### config.mk
export PLATFORM = sky130hd
export DESIGN_NAME = sig_loss_detector
export DESIGN_NICKNAME = d
export VERILOG_FILES = /design/src/rtl/sld_pkg.sv /design/src/rtl/sld_sat_count.sv /design/src/rtl/sld_flip_detect.sv /design/src/rtl/sld_los_state.sv /design/src/rtl/sig_loss_detector.sv
export SDC_FILE = /design/constraint.sdc
export NUM_CORES = 1
export LEC_CHECK = 0
export BUFFER_PORTS_ARGS = -buffer_cell sky130_fd_sc_hd__buf_2
export CAP_MARGIN = 15
export CORE_UTILIZATION = 39
export DETAILED_ROUTE_END_ITERATION = 16
export PLACE_DENSITY = 0.6
export SETUP_SLACK_MARGIN = 0.2
export SYNTH_ARGS = -nofsm -noshare
export SYNTH_HDL_FRONTEND = slang
export SYNTH_HIERARCHICAL = 1
export SYNTH_SLANG_ARGS = --single-unit
### constraint.sdc
create_clock -name clk -period 2.7 [get_ports clk]
set_input_delay 0.27 -clock clk [delete_from_list [all_inputs] [get_ports clk]]
set_output_delay 0.27 -clock clk [all_outputs]
set_load 0.02 [all_outputs]
### src/rtl/sld_pkg.sv
`timescale 1ns/1ps
package sld_pkg;
  typedef enum logic {
    SLD_LIVE = 1'b0,
    SLD_LOST = 1'b1
  } sld_state_e;
endpackage

### src/rtl/sld_sat_count.sv
`timescale 1ns/1ps
// Saturating up-counter with a restart value; exposes its next value.
module sld_sat_count #(
  parameter int unsigned MAX   = 16,
  parameter int unsigned START = 0,
  localparam int unsigned W    = $clog2(MAX + 1)
) (
  input  logic         clk,
  input  logic         rst_n,
  input  logic         restart,
  input  logic         step,
  output logic [W-1:0] count_q,
  output logic [W-1:0] count_d
);
  localparam logic [W-1:0] TOP = W'(MAX);
  localparam logic [W-1:0] ST  = W'(START);
  localparam logic [W-1:0] ONE = W'(1);

  always_comb begin
    if (restart)                    count_d = ST;
    else if (step && count_q != TOP) count_d = count_q + ONE;
    else                            count_d = count_q;
  end

  always_ff @(posedge clk or negedge rst_n) begin
    if (!rst_n) count_q <= '0;
    else        count_q <= count_d;
  end

  // once full, further steps keep the counter at its ceiling
  assert_no_wrap_R9: assert property (@(posedge clk) disable iff (!rst_n)
    (step && !restart && count_q == TOP) |=> (count_q == TOP));
endmodule

### src/rtl/sld_flip_detect.sv
`timescale 1ns/1ps
// Remembers the last sampled bit and flags a sample that differs from it.
module sld_flip_detect (
  input  logic clk,
  input  logic rst_n,
  input  logic sample_en,
  input  logic serial_bit,
  output logic seen_o,
  output logic flip_o
);
  logic prev_q;
  logic seen_q;

  always_ff @(posedge clk or negedge rst_n) begin
    if (!rst_n) begin
      prev_q <= 1'b0;
      seen_q <= 1'b0;
    end else if (sample_en) begin
      prev_q <= serial_bit;
      seen_q <= 1'b1;
    end
  end

  assign seen_o = seen_q;
  assign flip_o = seen_q && (serial_bit != prev_q);

  // idle cycles leave the remembered bit untouched
  assert_idle_keeps_bit_R6: assert property (@(posedge clk) disable iff (!rst_n)
    !sample_en |=> ($stable(prev_q) && $stable(seen_q)));
  // after any sample, a previous bit is held
  assert_first_sample_R10: assert property (@(posedge clk) disable iff (!rst_n)
    sample_en |=> seen_q);
endmodule

### src/rtl/sld_los_state.sv
`timescale 1ns/1ps
// Flag state plus defect-free counter.
module sld_los_state
  import sld_pkg::*;
#(
  parameter int unsigned CLR_BITS = 64
) (
  input  logic clk,
  input  logic rst_n,
  input  logic sample_en,
  input  logic hit,
  output logic los_o
);
  localparam int unsigned CW = $clog2(CLR_BITS + 1);
  localparam logic [CW-1:0] LAST = CW'(CLR_BITS - 1);

  sld_state_e state_q, state_d;
  logic [CW-1:0] clr_q, clr_d;
  logic lost, done, clr_restart;

  assign lost        = (state_q == SLD_LOST);
  assign done        = lost && sample_en && !hit && (clr_q == LAST);
  assign clr_restart = !lost || hit || done;

  sld_sat_count #(.MAX(CLR_BITS), .START(0)) u_clr (
    .clk     (clk),
    .rst_n   (rst_n),
    .restart (clr_restart),
    .step    (sample_en),
    .count_q (clr_q),
    .count_d (clr_d)
  );

  always_comb begin
    state_d = state_q;
    unique case (state_q)
      SLD_LIVE: if (hit)  state_d = SLD_LOST;
      SLD_LOST: if (done) state_d = SLD_LIVE;
      default:            state_d = SLD_LIVE;
    endcase
  end

  always_ff @(posedge clk or negedge rst_n) begin
    if (!rst_n) state_q <= SLD_LIVE;
    else        state_q <= state_d;
  end

  assign los_o = lost;

  // a completed run while live raises the flag on the next state
  assert_set_on_run_R3: assert property (@(posedge clk) disable iff (!rst_n)
    (!lost && hit) |=> los_o);
  // no completed run, no rise
  assert_no_early_set_R2: assert property (@(posedge clk) disable iff (!rst_n)
    (!lost && !hit) |=> !los_o);
  // idle cycles never move the flag
  assert_idle_holds_flag_R6: assert property (@(posedge clk) disable iff (!rst_n)
    !sample_en |=> $stable(los_o));
  // the flag only falls after the last defect-free sample
  assert_clear_after_count_R7: assert property (@(posedge clk) disable iff (!rst_n)
    $fell(los_o) |-> ($past(clr_q) == LAST && $past(sample_en)));
  // a new run while lost restarts the count and keeps the flag
  assert_rerun_restarts_R8: assert property (@(posedge clk) disable iff (!rst_n)
    (lost && hit) |=> (los_o && clr_q == '0));
  // clear count is unused while live (supports R1/R7)
  assert_idle_count_zero_R7: assert property (@(posedge clk) disable iff (!rst_n)
    !lost |=> (!los_o || clr_q == '0));
endmodule

### src/rtl/sig_loss_detector.sv
`timescale 1ns/1ps
// Loss-of-signal detector for a bit-strobed serial line.
module sig_loss_detector #(
  parameter int unsigned SET_BITS = 4096,
  parameter int unsigned CLR_BITS = 100000
) (
  input  logic clk,
  input  logic rst_n,
  input  logic sample_en,
  input  logic serial_bit,
  output logic los
);
  localparam int unsigned RW = $clog2(SET_BITS + 1);
  localparam logic [RW-1:0] SET_V = RW'(SET_BITS);
  localparam logic [RW-1:0] ONE_V = RW'(1);

  logic seen, flip, hit, run_restart;
  logic [RW-1:0] run_q, run_d;

  sld_flip_detect u_flip (
    .clk        (clk),
    .rst_n      (rst_n),
    .sample_en  (sample_en),
    .serial_bit (serial_bit),
    .seen_o     (seen),
    .flip_o     (flip)
  );

  assign run_restart = sample_en && (!seen || flip);

  sld_sat_count #(.MAX(SET_BITS), .START(1)) u_run (
    .clk     (clk),
    .rst_n   (rst_n),
    .restart (run_restart),
    .step    (sample_en),
    .count_q (run_q),
    .count_d (run_d)
  );

  assign hit = sample_en && (run_d == SET_V);

  sld_los_state #(.CLR_BITS(CLR_BITS)) u_state (
    .clk       (clk),
    .rst_n     (rst_n),
    .sample_en (sample_en),
    .hit       (hit),
    .los_o     (los)
  );

  // a differing sample starts a fresh run of length one
  assert_flip_restarts_R5: assert property (@(posedge clk) disable iff (!rst_n)
    (sample_en && flip) |=> (run_q == ONE_V));
  // an equal sample lengthens the run regardless of level
  assert_same_grows_R4: assert property (@(posedge clk) disable iff (!rst_n)
    (sample_en && seen && !flip && run_q != SET_V) |=> (run_q == $past(run_q) + ONE_V));
  // a saturated run keeps the flag raised
  assert_full_run_flags_R9: assert property (@(posedge clk) disable iff (!rst_n)
    (sample_en && seen && !flip && run_q == SET_V) |=> los);
endmodule

==> metrics.md, run 1 <==
| Metric | Value |
|---|---|
| Post-route DRC | `0` |
| Number of fillers in the final layout | `412` |
| Fraction of final layout cells sized beyond drive strength 1 | `43.8%` |
| Worst ir drop on vdd | `0.673 mV` |
| Setup total negative slack | `-1.59 ns` |
| IO buf count | `4` |
| Peak clock frequency supported by timing | `351 MHz` |
| Worst endpoint required time | `2.92 ns` |
| Count leader, synth | `sky130_fd_sc_hd__dfrtp_1` |
| Number of register bits inferred by synthesis | `33` |
| Relative area change from synthesis to final layout | `41.1%` |
| Count of antenna-violating nets left after detailed routing | `0` |
| Min-Delay Path Class | `input pin to async pin` |
| Worst reg2reg setup slack | `-0.15 ns` |
| Max-slew violation total from the final report | `0` |
| Min Clock Period, post-route | `2.85 ns` |
| Violated checks | `negative setup slack` |
| Synthesized area per cell | `9.70 um2` |
| Core Area | `0.00475 mm2` |
| Final Skew | `0.00345 ns` |
| Largest area contributor in the netlist | `sky130_fd_sc_hd__dfrtp_1` |
| Most used standard cells in the synthesized netlist | `33 x sky130_fd_sc_hd__dfrtp_1, 25 x sky130_fd_sc_hd__nor2_1, 13 x sky130_fd_sc_hd__nand2_1, 13 x sky130_fd_sc_hd__nand4_1` |
| Number of optimization iterations in the first detailed-route pass | `4` |
| LEAKAGE | `1.11 nW` |
| First-pass GRT wire length | `7.89 mm` |
| R2r startpoint | `u_run/count_q[1]` |
| Number of H-tree levels | `2` |
| Avg Vias per Cell | `5.40` |
| TritonCTS clock tree | `yes` |
| Number of buffers added by the clock tree synthesis step | `5` |
| Clock latency on the worst-skew pair | `0.29 ns` |
| Fraction of the yosys area taken by sequential cells | `42.6%` |
| Count of mapped cells out of synthesis | `200` |
| Final Net Count | `258` |
| Number of global-route vias before repair | `1655` |
| Antenna diode count | `0` |
| Detailed-placement wirelength estimate | `3.00 mm` |
| Maximum clock insertion buffer count | `2` |
| Worst Max-Slew Pin Slew | `0.762 ns` |
| Max-capacitance violation count | `0` |
| Global Route Usage Sum | `20.1%` |
| Average wire per cell in the routed design | `15.6 um` |
| Fin worst setup slack | `-0.153 ns` |
| Warning count from the yosys run | `6` |
| Critical path launch point | `u_run/count_q[1]` |
| Post-synthesis cell type count | `48` |
| P per Cell Area | `579 mW/mm2` |
| Clk root buf | `sky130_fd_sc_hd__clkbuf_8` |
| Number of flops mapped to enable cells by yosys | `0` |
| Synthesized area | `0.00194 mm2` |
| CP endpoint kind | `register` |
| Relative slew margins | `49.2%` |
| Number of clock sinks | `33` |
| Final-report setup violation count | `16` |
| CP Class | `register to register` |
| Result of the run | `finished with violations` |
| Final core utilization | `57.6%` |
| WP data arrival | `3.07 ns` |
| Overall die width | `72.5 um` |
| Die Span Y | `72.5 um` |
| Antenna violations before repair | `0` |
| Final hold violation count | `0` |
| GP Congestion | `0.796` |
| Register clock-pin slew on the reported worst setup and hold paths | `0.07 ns` |
| Launching element type of the critical path | `register` |
| Prevailing post-synth register cell | `sky130_fd_sc_hd__dfrtp_1` |
| Endpoint of the lowest-slack register-to-register path | `u_state/u_clr/count_q[12]` |
| R2R depth | `16` |
| Main area contributors after synthesis | `sky130_fd_sc_hd__dfrtp_1 43%, sky130_fd_sc_hd__nor2_1 4.8%, sky130_fd_sc_hd__nand4_1 4.2%, sky130_fd_sc_hd__xnor2_1 3.2%, sky130_fd_sc_hd__a21oi_1 2.6%` |
| Grt total ovfl | `0` |
| Number of top-level pins | `5` |
| Syn_nets | `208` |
| Routed wire length | `4.97 mm` |
| Std-Cell Rows | `25` |
| Synth async-reset ratio | `100%` |
| Fin crit share | `106%` |
| CP max FO | `7` |
| Largest net degree at the start of global routing | `34` |
| Starting density of the core | `40.8%` |
| Share of the synthesized area in the top cell type | `42.6%` |
| Number of design-rule violations left by the first detailed-router iteration | `88` |
| Total via count after detailed routing | `1716` |
| Die Outline Area | `0.00526 mm2` |
| RSZ-0062 raised after global routing | `true` |
## power breakdown
part	switching [mW]	internal (mW)
clock	0.184	0.230
combinational	0.230	0.257
sequential	0.120	0.565
total	0.534	1.05
## through the flow
step	setup WS [ns]	power [mW]	cell area [um2]	hold slack [ns]	instances
floorplan	0.0278	0.873	1970	-0.0256	200
global placement	-0.134	1.02	2240	0.384	293
detailed placement	-0.139	1.03	2240	0.386	293
CTS	-0.132	1.50	2520	0.0659	314
global route	-0.298	1.69	2740	0.122	318
finish	-0.153	1.59	2740	0.0396	318
## sequential cells by signal, indices dropped and copies added, names as in the netlist
signal / flops
u_state/u_clr/count_q: 17
u_run/count_q: 13
u_flip/prev_q: 1
u_flip/seen_o: 1
u_state/los_o: 1
## critical path, cell delays in order, from the launching register on
cell and delay (ns):
sky130_fd_sc_hd__dfrtp_1 0.41, sky130_fd_sc_hd__ha_4 0.16, sky130_fd_sc_hd__nand4_1 0.20, sky130_fd_sc_hd__buf_4 0.22, sky130_fd_sc_hd__buf_6 0.10, sky130_fd_sc_hd__buf_6 0.10, sky130_fd_sc_hd__o31ai_4 0.20, sky130_fd_sc_hd__a21oi_4 0.10
sky130_fd_sc_hd__nor4b_4 0.23, sky130_fd_sc_hd__and4_1 0.24, sky130_fd_sc_hd__inv_2 0.05, sky130_fd_sc_hd__nand4b_1 0.10, sky130_fd_sc_hd__o211ai_1 0.11, sky130_fd_sc_hd__buf_4 0.17, sky130_fd_sc_hd__buf_8 0.14, sky130_fd_sc_hd__nand2b_4 0.14
sky130_fd_sc_hd__o21ai_2 0.11
## how the worst max path moves through the flow
stage	endpoint
after floorplan	u_state/u_clr/count_q[16]
after global placement	u_state/u_clr/count_q[2]
after detailed placement	u_state/u_clr/count_q[2]
after CTS	u_state/u_clr/count_q[14]
after global routing	u_state/u_clr/count_q[12]
final	u_state/u_clr/count_q[12]
## area by class of cell
type | instances | area [um2] | area share, %
Multi-Input combinational cell | 152 | 1290 | 47.1
Sequential cell | 33 | 830 | 30.3
Timing Repair Buffer | 48 | 395 | 14.4
Clock buffer | 7 | 96.3 | 3.52
Tap cell | 67 | 83.8 | 3.06
Inverter | 10 | 37.5 | 1.37
Clock inverter | 1 | 5.00 | 0.183
## placed cells by master, fill, tap and decap left out, types with 4 or more instances in the layout
cell / instances
sky130_fd_sc_hd__a21oi_2: 5
sky130_fd_sc_hd__buf_2: 4
sky130_fd_sc_hd__buf_4: 33
sky130_fd_sc_hd__buf_6: 10
sky130_fd_sc_hd__clkbuf_8: 7
sky130_fd_sc_hd__dfrtp_1: 30
sky130_fd_sc_hd__inv_1: 8
sky130_fd_sc_hd__nand2_1: 13
sky130_fd_sc_hd__nand4_1: 13
sky130_fd_sc_hd__nor2_1: 14
sky130_fd_sc_hd__nor2_2: 4
sky130_fd_sc_hd__nor2_4: 7
sky130_fd_sc_hd__nor2b_1: 5
sky130_fd_sc_hd__nor3_2: 4
sky130_fd_sc_hd__nor4_1: 4
sky130_fd_sc_hd__o21ai_1: 5
sky130_fd_sc_hd__or3_1: 4
sky130_fd_sc_hd__xnor2_1: 7
sky130_fd_sc_hd__xor2_1: 5
## what timing repair did
action | CTS | global route
buffers inserted | 12 | 4
hold buffers | 0 | 0
cloned | 1 | 0
endpoints found under the setup margin | 17 | 18
pin swaps | 12 | 15
resized for setup | 18 | 48
## metal layers
metal,wire [um],vias up,GRT usage [%],part of all wire [%]
li1,-,837,-,-
met1,2130,844,24.1,43
met2,2590,29,35.2,52
met3,188,6,5.00,3.8
met4,63,0,6.32,1.3
met5,0,-,0,0
## cells by family (layout without fill, tap and decap cells)
kind of cell / count (synthesis) / count (layout) / synth area share, %
buffers and inverters: 15 / 66 / 3.29
XOR/XNOR: 12 / 12 / 5.42
multiplexers: 8 / 8 / 4.45
adder cells (fa/ha/maj): 4 / 4 / 2.58
AND/OR/NAND/NOR: 99 / 99 / 31.7
AO/OA/AOI/OAI: 29 / 29 / 9.99
flip-flops: 33 / 33 / 42.6
Note: power is estimated with default switching activity, not from simulation.
==> run 2: changes to the inputs <==
--- a/config.mk
+++ b/config.mk
@@ -7,9 +7,9 @@
 export LEC_CHECK = 0
 export BUFFER_PORTS_ARGS = -buffer_cell sky130_fd_sc_hd__buf_2
 export CAP_MARGIN = 15
-export CORE_UTILIZATION = 39
+export CORE_UTILIZATION = 55
 export DETAILED_ROUTE_END_ITERATION = 16
-export PLACE_DENSITY = 0.6
+export PLACE_DENSITY = 0.78
 export SETUP_SLACK_MARGIN = 0.2
 export SYNTH_ARGS = -nofsm -noshare
 export SYNTH_HDL_FRONTEND = slang
==> run 2 against run 1 <==
Critical path depth down 4. The run ends with negative hold slack, negative setup slack left. Non-clock buffer count down 11. Sequential power down 0.9%. Global-route usage up 10 points. Core utilization up 18 points. Largest cell class unchanged. Critical endpoint is now u_state/u_clr/count_q[10].
==> metrics.md, run 2 (synthesis gave the netlist of run 1 again) <==
| Metric | Value |
|---|---|
| Avg Vias per Cell | `6.27` |
| Clock latency on the worst-skew pair | `0.34 ns` |
| CP max FO | `7` |
| Result of the run | `finished with violations` |
| Average wire per cell in the routed design | `18.4 um` |
| Placed Instances | `260` |
| Detailed-placement wirelength estimate | `3.11 mm` |
| Registers with the highest flip-flop counts | `u_state/u_clr/count_q (17), u_run/count_q (13)` |
| Relative slew margins | `50.8%` |
| Fin worst setup slack | `-0.126 ns` |
| Number of global-route vias before repair | `1613` |
| RSZ-0062 raised after global routing | `true` |
| Critical path launch point | `u_run/count_q[7]` |
| Number of design-rule violations left by the first detailed-router iteration | `189` |
| Number of optimization iterations in the first detailed-route pass | `5` |
| LEAKAGE | `1.04 nW` |
| WP data arrival | `3.07 ns` |
| CTS Hold Bufs | `0` |
| Number of fillers in the final layout | `230` |
| Number of clock sinks | `33` |
| Fraction of final layout cells sized beyond drive strength 1 | `37.5%` |
| Worst ir drop on vdd | `0.486 mV` |
| Number of H-tree levels | `2` |
| Worst Max-Slew Pin Slew | `0.738 ns` |
| Launching element type of the critical path | `register` |
| Count of antenna-violating nets left after detailed routing | `0` |
| Worst hold slack after final layout | `-0.0248 ns` |
| Most common library cell in the layout ignoring fill and taps | `sky130_fd_sc_hd__dfrtp_1` |
| Clk root buf | `sky130_fd_sc_hd__clkbuf_4` |
| Final-report setup violation count | `17` |
| CP endpoint kind | `register` |
| IO buf count | `4` |
| Die Outline Area | `0.00377 mm2` |
| Maximum clock insertion buffer count | `2` |
| Total via count after detailed routing | `1792` |
| Min-Delay Path Class | `input pin to async pin` |
| Biggest register | `u_state/u_clr/count_q` |
| TritonCTS clock tree | `yes` |
| CP Class | `register to register` |
| Starting density of the core | `57.7%` |
| Antenna diode count | `0` |
| R2r startpoint | `u_run/count_q[7]` |
| Number of buffers added by the clock tree synthesis step | `5` |
| Final hold violation count | `33` |
| Final Net Count | `247` |
| Flip-flop count of the largest register after layout | `17` |
| Number of top-level pins | `5` |
| Max-capacitance violation count | `0` |
| Number of standard cells in the layout, taps in and fillers out | `286` |
| Max-slew violation total from the final report | `0` |
| Worst endpoint required time | `2.94 ns` |
| Relative area change from synthesis to final layout | `31.4%` |
| P per Cell Area | `562 mW/mm2` |
| Antenna violations before repair | `0` |
| Final Skew | `0.00839 ns` |
| GP Congestion | `0.883` |
| Register clock-pin slew on the reported worst setup and hold paths | `0.11 ns` |
| Die Span Y | `61.4 um` |
| Routed wire length | `5.26 mm` |
| Grt total ovfl | `0` |
| Core Area | `0.00336 mm2` |
| Violated checks | `negative hold slack, negative setup slack` |
| Min Clock Period, post-route | `2.83 ns` |
| Fin crit share | `105%` |
| Largest net degree at the start of global routing | `34` |
| Peak clock frequency supported by timing | `354 MHz` |
| First-pass GRT wire length | `8.03 mm` |
| Global Route Usage Sum | `30.2%` |
| Commonest non-fill, non-tap cells in the layout | `32 x sky130_fd_sc_hd__dfrtp_1, 25 x sky130_fd_sc_hd__buf_4, 13 x sky130_fd_sc_hd__nand4_1, 13 x sky130_fd_sc_hd__nand2_1, 12 x sky130_fd_sc_hd__nor2_1` |
| Std-Cell Rows | `21` |
| Post-route DRC | `0` |
| Overall die width | `61.4 um` |
| Power consumption | `1.43 mW` |
[run 2: layout make-up]
class | instances | area, um2 | share of cell area (%)
clock buffer | 7 | 65.1 | 2.55
clock inverter | 1 | 5.00 | 0.196
timing repair buffer | 37 | 320 | 12.6
multi-input combinational | 152 | 1240 | 48.5
tap | 46 | 57.6 | 2.26
inverter | 10 | 37.5 | 1.47
sequential | 33 | 827 | 32.4
[run 2: final timing paths]
path                                        endpoint  slack [ns]  cells after the start
setup reg to reg           u_state/u_clr/count_q[10]       -0.13                     12
setup / recovery           u_state/u_clr/count_q[10]       -0.13                     12
min in group clk                       u_flip/prev_q        0.21                      2
hold / removal              u_state/u_clr/count_q[9]       -0.02                      1
max in group asynchronous           u_run/count_q[3]        2.20                      1
hold reg to reg                        u_flip/seen_o        0.52                      1
[run 2: through the flow]
stage / TNS, ns / hold slack, ns / cell area [um2] / setup WS [ns] / util, %
after floorplan: 0 / -0.0256 / 1970 / 0.0278 / -
after global placement: -0.0287 / 0.357 / 2120 / -0.0184 / 63.1
after detailed placement: -0.892 / 0.375 / 2120 / -0.121 / 63.1
after CTS: -0.103 / 0.00523 / 2400 / -0.0394 / 71.4
after global routing: -3.81 / 0.0332 / 2550 / -0.317 / 75.8
final: -0.962 / -0.0248 / 2550 / -0.126 / 75.8
[run 2: worst max-delay path: stages (launching register included)]
cell,delay [ns]
sky130_fd_sc_hd__dfrtp_1,0.45
sky130_fd_sc_hd__nor4_1,0.48
sky130_fd_sc_hd__a31oi_1,0.24
sky130_fd_sc_hd__mux2i_1,0.19
sky130_fd_sc_hd__nor4_1,0.29
sky130_fd_sc_hd__and4_1,0.25
sky130_fd_sc_hd__inv_2,0.05
sky130_fd_sc_hd__buf_4,0.13
sky130_fd_sc_hd__o211ai_1,0.08
sky130_fd_sc_hd__buf_4,0.17
sky130_fd_sc_hd__buf_6,0.14
sky130_fd_sc_hd__nor2_1,0.06
sky130_fd_sc_hd__a41o_1,0.19
[run 2: metal layers]
| layer | up-vias | track usage (%) | part of all wire (%) |
|---|---|---|---|
| li1 | 806 | - | - |
| met3 | 15 | 7.56 | 7.6 |
| met5 | - | 0 | 0 |
| met4 | 0 | 8.25 | 1.8 |
| met2 | 90 | 45.5 | 47 |
| met1 | 881 | 43.5 | 43 |
[run 2: repair_timing]
| item | in CTS | in global routing |
|---|---|---|
| pin swaps | 7 | 13 |
| endpoints found under the hold margin | 0 | 0 |
| gates cloned | 1 | 1 |
| setup endpoints to repair | 17 | 18 |
| buffers inserted | 13 | 3 |
| gates resized for setup | 32 | 24 |
[run 2: report_power, final]
group          switching, mW  internal, mW  leakage (nW)  total (mW)
combinational          0.220         0.211         0.569       0.431
sequential             0.117         0.562         0.431       0.679
clock                  0.173         0.151        0.0413       0.323
